[config.mk]
export PLATFORM = sky130hd
export DESIGN_NAME = dfm_unit
export DESIGN_NICKNAME = d
export VERILOG_FILES = /design/src/rtl/dfm_pkg.sv /design/src/rtl/dfm_prog_store.sv /design/src/rtl/dfm_match_store.sv /design/src/rtl/dfm_exec.sv /design/src/rtl/dfm_unit.sv
export SDC_FILE = /design/constraint.sdc
export NUM_CORES = 2
export LEC_CHECK = 0
export CORE_ASPECT_RATIO = 1.5
export CORE_MARGIN = 2
export CORE_UTILIZATION = 60
export CTS_CLUSTER_DIAMETER = 30
export DETAILED_ROUTE_END_ITERATION = 10
export GPL_ROUTABILITY_DRIVEN = 0
export PLACE_DENSITY = 0.78
export SLEW_MARGIN = 20
export SYNTH_ARGS = -nofsm -noshare
export SYNTH_HDL_FRONTEND = slang
export SYNTH_SLANG_ARGS = --single-unit
[constraint.sdc]
create_clock -name clk -period 11.6 [get_ports clk]
set_input_delay 2.32 -clock clk [delete_from_list [all_inputs] [get_ports clk]]
set_output_delay 2.32 -clock clk [all_outputs]
set_load 0.05 [all_outputs]
[src/rtl/dfm_pkg.sv]
package dfm_pkg;
  localparam int TAG_W  = 5;
  localparam int DATA_W = 16;
  localparam int NLANE  = 2;

  typedef enum logic [1:0] {
    OP_ADD  = 2'd0,
    OP_SUB  = 2'd1,
    OP_MUL  = 2'd2,
    OP_PASS = 2'd3
  } op_e;

  typedef struct packed {
    op_e                          op;
    logic                         imm_en;
    logic [DATA_W-1:0]            imm;
    logic [NLANE-1:0]             d_en;
    logic [NLANE-1:0][TAG_W-1:0]  d_tag;
    logic [NLANE-1:0]             d_port;
  } instr_t;

  // Operation applied on firing; results wrap to DATA_W bits.
  function automatic logic [DATA_W-1:0] dfm_alu(op_e op, logic [DATA_W-1:0] a,
                                                logic [DATA_W-1:0] b);
    logic [DATA_W-1:0] r;
    case (op)
      OP_ADD:  r = a + b;
      OP_SUB:  r = a - b;
      OP_MUL:  r = a * b;
      default: r = a;
    endcase
    return r;
  endfunction
endpackage

[src/rtl/dfm_prog_store.sv]
module dfm_prog_store
  import dfm_pkg::*;
#(
  localparam int N = 1 << TAG_W
) (
  input  logic             clk,
  input  logic             wr_en,
  input  logic [TAG_W-1:0] wr_addr,
  input  instr_t           wr_data,
  input  logic [TAG_W-1:0] ra_addr,
  output instr_t           ra_data,
  input  logic [TAG_W-1:0] rb_addr,
  output instr_t           rb_data
);
  instr_t mem [N];

  always_ff @(posedge clk) begin
    if (wr_en) mem[wr_addr] <= wr_data;
  end

  assign ra_data = mem[ra_addr];
  assign rb_data = mem[rb_addr];
endmodule

[src/rtl/dfm_match_store.sv]
module dfm_match_store
  import dfm_pkg::*;
#(
  parameter  int DEPTH = 16,
  localparam int IW    = $clog2(DEPTH),
  localparam int CW    = $clog2(DEPTH + 1)
) (
  input  logic              clk,
  input  logic              rst_n,
  input  logic [TAG_W-1:0]  q_tag,
  input  logic              q_port,
  input  logic [DATA_W-1:0] q_data,
  input  logic              ins_en,
  input  logic              rm_en,
  output logic              hit,
  output logic              dup,
  output logic [DATA_W-1:0] hit_data,
  output logic              full,
  output logic [CW-1:0]     occ
);
  logic [DEPTH-1:0]  ent_v;
  logic [DEPTH-1:0]  ent_port;
  logic [TAG_W-1:0]  ent_tag  [DEPTH];
  logic [DATA_W-1:0] ent_data [DEPTH];
  logic [DEPTH-1:0]  hit_vec, dup_vec;
  logic [IW-1:0]     free_idx;

  always_comb begin
    hit_vec  = '0;
    dup_vec  = '0;
    hit_data = '0;
    for (int i = 0; i < DEPTH; i++) begin
      hit_vec[i] = ent_v[i] && (ent_tag[i] == q_tag) && (ent_port[i] != q_port);
      dup_vec[i] = ent_v[i] && (ent_tag[i] == q_tag) && (ent_port[i] == q_port);
      hit_data   = hit_data | (ent_data[i] & {DATA_W{hit_vec[i]}});
    end
  end

  always_comb begin
    free_idx = '0;
    for (int i = DEPTH - 1; i >= 0; i--) begin
      if (!ent_v[i]) free_idx = IW'(i);
    end
  end

  assign hit  = |hit_vec;
  assign dup  = |dup_vec;
  assign occ  = CW'($countones(ent_v));
  assign full = (occ == CW'(DEPTH));

  always_ff @(posedge clk) begin
    if (!rst_n) begin
      ent_v <= '0;
    end else begin
      for (int i = 0; i < DEPTH; i++) begin
        if (rm_en && hit_vec[i]) ent_v[i] <= 1'b0;
      end
      if (ins_en) ent_v[free_idx] <= 1'b1;
    end
  end

  always_ff @(posedge clk) begin
    if (ins_en) begin
      ent_tag[free_idx]  <= q_tag;
      ent_port[free_idx] <= q_port;
      ent_data[free_idx] <= q_data;
    end
  end

  p_no_overflow_r7: assert property (@(posedge clk) disable iff (!rst_n)
    ins_en |-> !full);
  p_one_partner_r3: assert property (@(posedge clk) disable iff (!rst_n)
    $onehot0(hit_vec));
  p_park_grows_r2: assert property (@(posedge clk) disable iff (!rst_n)
    ins_en |=> occ == CW'($past(occ) + 1'b1));
  p_pair_shrinks_r3: assert property (@(posedge clk) disable iff (!rst_n)
    rm_en |=> occ == CW'($past(occ) - 1'b1));
endmodule

[src/rtl/dfm_exec.sv]
module dfm_exec
  import dfm_pkg::*;
(
  input  logic                         clk,
  input  logic                         rst_n,
  input  logic                         f_valid,
  input  logic [DATA_W-1:0]            f_a,
  input  logic [DATA_W-1:0]            f_b,
  input  instr_t                       ins,
  output logic [NLANE-1:0]             o_valid,
  output logic [NLANE-1:0][TAG_W-1:0]  o_tag,
  output logic [NLANE-1:0]             o_port,
  output logic [NLANE-1:0][DATA_W-1:0] o_data
);
  logic [DATA_W-1:0] result;
  assign result = dfm_alu(ins.op, f_a, f_b);

  for (genvar l = 0; l < NLANE; l++) begin : g_lane
    always_ff @(posedge clk) begin
      if (!rst_n) begin
        o_valid[l] <= 1'b0;
        o_tag[l]   <= '0;
        o_port[l]  <= 1'b0;
        o_data[l]  <= '0;
      end else begin
        o_valid[l] <= f_valid && ins.d_en[l];
        o_tag[l]   <= ins.d_tag[l];
        o_port[l]  <= ins.d_port[l];
        o_data[l]  <= result;
      end
    end
  end

  p_result_after_fire_r3: assert property (@(posedge clk) disable iff (!rst_n)
    (|o_valid) |-> $past(f_valid));
endmodule

[src/rtl/dfm_unit.sv]
module dfm_unit
  import dfm_pkg::*;
#(
  parameter  int DEPTH = 16,
  localparam int CW    = $clog2(DEPTH + 1)
) (
  input  logic                      clk,
  input  logic                      rst_n,
  input  logic                      tok_valid,
  input  logic [TAG_W-1:0]          tok_tag,
  input  logic                      tok_port,
  input  logic [DATA_W-1:0]         tok_data,
  output logic                      tok_ready,
  input  logic                      pw_en,
  input  logic [TAG_W-1:0]          pw_addr,
  input  logic [1:0]                pw_op,
  input  logic                      pw_imm_en,
  input  logic [DATA_W-1:0]         pw_imm,
  input  logic [NLANE-1:0]          pw_dst_en,
  input  logic [NLANE*TAG_W-1:0]    pw_dst_tag,
  input  logic [NLANE-1:0]          pw_dst_port,
  output logic [NLANE-1:0]          res_valid,
  output logic [NLANE*TAG_W-1:0]    res_tag,
  output logic [NLANE-1:0]          res_port,
  output logic [NLANE*DATA_W-1:0]   res_data,
  output logic                      dup_err
);
  instr_t pw_word, in_ins, f_ins;
  logic   hit, dup, full;
  logic [DATA_W-1:0] hit_data;
  logic [CW-1:0]     occ;

  // Named internal events
  logic need_park, acc, ev_imm, ev_dup, ev_pair, ev_park;

  logic              f_valid;
  logic [TAG_W-1:0]  f_tag;
  logic [DATA_W-1:0] f_a, f_b;

  always_comb begin
    pw_word.op     = op_e'(pw_op);
    pw_word.imm_en = pw_imm_en;
    pw_word.imm    = pw_imm;
    pw_word.d_en   = pw_dst_en;
    pw_word.d_tag  = pw_dst_tag;
    pw_word.d_port = pw_dst_port;
  end

  dfm_prog_store u_prog (
    .clk     (clk),
    .wr_en   (pw_en),
    .wr_addr (pw_addr),
    .wr_data (pw_word),
    .ra_addr (tok_tag),
    .ra_data (in_ins),
    .rb_addr (f_tag),
    .rb_data (f_ins)
  );

  dfm_match_store #(.DEPTH(DEPTH)) u_store (
    .clk      (clk),
    .rst_n    (rst_n),
    .q_tag    (tok_tag),
    .q_port   (tok_port),
    .q_data   (tok_data),
    .ins_en   (ev_park),
    .rm_en    (ev_pair),
    .hit      (hit),
    .dup      (dup),
    .hit_data (hit_data),
    .full     (full),
    .occ      (occ)
  );

  assign need_park = !in_ins.imm_en && !hit && !dup;
  assign tok_ready = !(need_park && full);
  assign acc       = tok_valid && tok_ready;
  assign ev_imm    = acc && in_ins.imm_en;
  assign ev_dup    = acc && !in_ins.imm_en && dup;
  assign ev_pair   = acc && !in_ins.imm_en && !dup && hit;
  assign ev_park   = acc && need_park;

  always_ff @(posedge clk) begin
    if (!rst_n) begin
      f_valid <= 1'b0;
      f_tag   <= '0;
      f_a     <= '0;
      f_b     <= '0;
      dup_err <= 1'b0;
    end else begin
      f_valid <= ev_imm || ev_pair;
      f_tag   <= tok_tag;
      if (ev_imm) begin
        f_a <= tok_data;
        f_b <= in_ins.imm;
      end else begin
        f_a <= tok_port ? hit_data : tok_data;
        f_b <= tok_port ? tok_data : hit_data;
      end
      if (ev_dup) dup_err <= 1'b1;
    end
  end

  dfm_exec u_exec (
    .clk     (clk),
    .rst_n   (rst_n),
    .f_valid (f_valid),
    .f_a     (f_a),
    .f_b     (f_b),
    .ins     (f_ins),
    .o_valid (res_valid),
    .o_tag   (res_tag),
    .o_port  (res_port),
    .o_data  (res_data)
  );

  p_err_sticky_r8: assert property (@(posedge clk) disable iff (!rst_n)
    dup_err |=> dup_err);
  p_dup_keeps_store_r8: assert property (@(posedge clk) disable iff (!rst_n)
    ev_dup |=> occ == $past(occ));
  p_stall_needs_full_r7: assert property (@(posedge clk) disable iff (!rst_n)
    !tok_ready |-> full);
  p_imm_keeps_store_r5: assert property (@(posedge clk) disable iff (!rst_n)
    ev_imm |=> occ == $past(occ));
endmodule

==> metrics.txt <==
asr flop ratio synth 0%; P&R area growth vs syn 14.44%; total power 0.01260 W; Final #Nets 3,780; CP Capture Type primary output; Final min period 8.620 ns; critical path data required time 9.28 ns; pin count of the biggest net entering global routing 107; IO Count 112; cell count after synthesis 3,346; post-synthesis net count 3,582; syn avg cell area 18.67 µm²; Clock Latency Late Sink 0.80 ns; cts bufs inserted 178; Reg2Reg Depth 16; IO Port Bufs 111; Core ar. 103,800 µm²; Initial DRC Count 4,162; Sum Neg Setup Slack 0 ns; Die ar. 106,800 µm²; Post-synth top flop edfxtp_1; largest cells by area after synthesis edfxtp_1, mux4_2, fa_1; sequential share of the synthesized area 70.41%; Top delay family on crit path simple AND/OR/NAND/NOR gates; Worst-path clk slew 0.06 ns; Seq cells post-synth 1,493; layout cell share with drive strength beyond 1 22.42%; Die H 399.2 µm; CTS root buf clkbuf_16; Worst Hold Class register to register; P_leak 23.47 nW; hold path depth 1; fmax 0.1160 GHz; DR vias 33.95k; Levels on crit path 10; Finished Cell Area 71,480 µm²; vias in the first global route 35.73k; setup bufs post-CTS 0; Worst Skew 0.04408 ns; Netlist Area Pre-Place 62,460 µm²; critical path type primary input to primary output; DP Area 65,430 µm²; critical path, cell by cell buf_4, buf_4, xor2_1, nor4_1, and4b_1, nor4_1, nand4_1, nor3_2, nand3_1, clkdlybuf4s50_1; hold slack final 0.4634 ns; CTS tree yes; Die Wd 267.5 µm; unrepaired setup endpoints after global routing false; first-pass GRT wire length 234,000 µm; initial antenna violation count 7; worst slew pin tran 1.159 ns; row cnt 145; element type at the critical path start primary input; total gr overflow 0; All-Layer GR Usage 30.91%; footprint of the multi-input gates 17,320 µm²; Peak VDD IR 0.0001754 V; DR vias/cell 6.661; Power per Cell Area 176.3 nW/µm²; HPWL Detailed 88,810 µm; DRT Wirelength 160,800 µm; R2R Setup Slk 5.25 ns; Final Cycle Share 74.31%; CTS Hold Buffers Added 0; final hold violation count 0; Pins Over Slew Limit 0; Critical Path Max Stage Delay 0.95 ns; Slowest-stage cell, CP and4b_1; worst rel slew slack 22.74%; top-area cell type share of the netlist area 67.69%; PostCTS Resize Cnt 0; worst path bufs/invs 3; clock sinks 1,493; Clock Tree Buf Depth 3; final routed DRC violation total 0; CP max FO 38; Post-DRT Antenna Nets 0; sequential cell area 43,990 µm²; Initial DRT Pass Iterations 5; CTS H-tree depth 4; leading area contributor after synthesis edfxtp_1; DR WL/cell 31.55 µm; Final setup violation count 0; synth unique cells 65; Filler Cells Inserted 6,343; Post-synth EDFFs 1,408; Final Util 68.88%; max cap viols 0; Initial Utilization 60.19%; Ys Warns 0; status completed; crit path DAT 6.30 ns
## layout by cell type (no fill, tap or decap), types with 12 or more instances in the layout
master           count
edfxtp_1          1408
mux4_2             324
clkbuf_16          183
inv_1              163
nand2_1            137
xnor2_1            112
clkdlybuf4s50_1     97
fa_1                92
buf_4               88
ha_1                80
dfxtp_1             80
a221oi_1            68
a22o_1              64
and2_1              63
nor2_1              58
mux2i_1             51
xor2_1              45
a21oi_1             40
nand4_1             39
nor2_4              33
nor3_1              31
o211ai_1            28
inv_6               27
clkinv_1            22
clkinv_2            22
or2_2               21
nand2b_1            20
o31ai_1             18
clkinv_4            17
bufinv_16           16
nor2_2              15
clkinvlp_4          13
clkbuf_1            13
inv_8               13
nand3_1             12
nand3b_1            12
## Yosys cell counts (all sizes together) (4+ instances only)
cell and number:
and2 63, o31ai 18, and3 10, ha 80
a311oi 6, xor2 45, nand2b 20, or3b 4
o21ai 16, a22oi 5, or2 21, a31oi 8
nor2 106, nand3b 12, nor4 12, a211oi 11
or3 6, inv 164, nor3 33, edfxtp 1408
buf 79, nand3 12, o31a 4, fa 92
o211ai 37, dfxtp 85, a22o 64, o21a 5
a21oi 40, nand4 39, a21o 6, nand2 137
mux2i 51, xnor2 112, mux4 324, a221oi 68
nor2b 6, clkbuf 100, nor3b 14
## cell families (layout without fill, tap and decap cells)
kind of cell               count (synthesis)  in the layout  synth area share, %
muxes                                    377            377                12.54
other                                      0              3                    0
and+or+nand+nor                          504            504                4.196
buffers and inverters                    344            696                2.356
DFF                                     1493           1493                70.41
adders and majority gates                172            172                4.551
AOI/OAI and AO/OA                        298            298                3.714
xor gates and xnor gates                 158            158                2.237
## metal layers
layer	GRT usage [%]	vias up	part of all wire (%)
met5	0	-	0.034
met2	53.94	2220	52
met1	35.45	17440	33
met4	18.52	8	6.5
li1	-	13700	-
met3	5.920	581	8.4
## per-stage QoR
stage,setup slack [ns],cells
global route,2.730,5094
global placement,3.121,4760
CTS,3.054,5094
floorplan,4.970,3346
detailed placement,3.085,4760
finish,2.980,5097
## registers in the layout, indices dropped and copies added, names as in the netlist, named ones only
name and count:
f_valid 1, u_exec.o_port 2, u_store.ent_tag 80, u_store.ent_v 16, u_exec.o_data 16, u_exec.o_tag 10, f_b 16, dup_err 1
u_store.ent_data 256, u_exec.o_valid 2, u_prog.mem 1056, u_store.ent_port 16, f_a 16
## power by group
part	switching (W)	total (W)	internal [W]
Clock	0.00232	0.00563	0.00331
Combinational	0.000563	0.000928	0.000365
Sequential	0.0000667	0.00604	0.00598
Total	0.00295	0.0126	0.00965
## final cells by class
class / count / area share (%)
inverters: 165 / 0.8664
clock inverters: 138 / 2.041
well taps: 1396 / 2.443
repair buffers: 197 / 2.389
flip-flops and latches: 1493 / 61.54
multi-input cells: 1509 / 24.23
clock buffers: 196 / 6.474
diodes: 3 / 0.01050
## worst paths after layout
kind                        start                            to
min reg2reg  dup_err$_SDFFE_PN0P_          dup_err$_SDFFE_PN0P_
max                    tok_tag[4]                     tok_ready
max reg2reg              register  u_exec.o_data[15]$_SDFF_PN0_
min          dup_err$_SDFFE_PN0P_          dup_err$_SDFFE_PN0P_
Note: power is estimated with default switching activity, not from simulation.
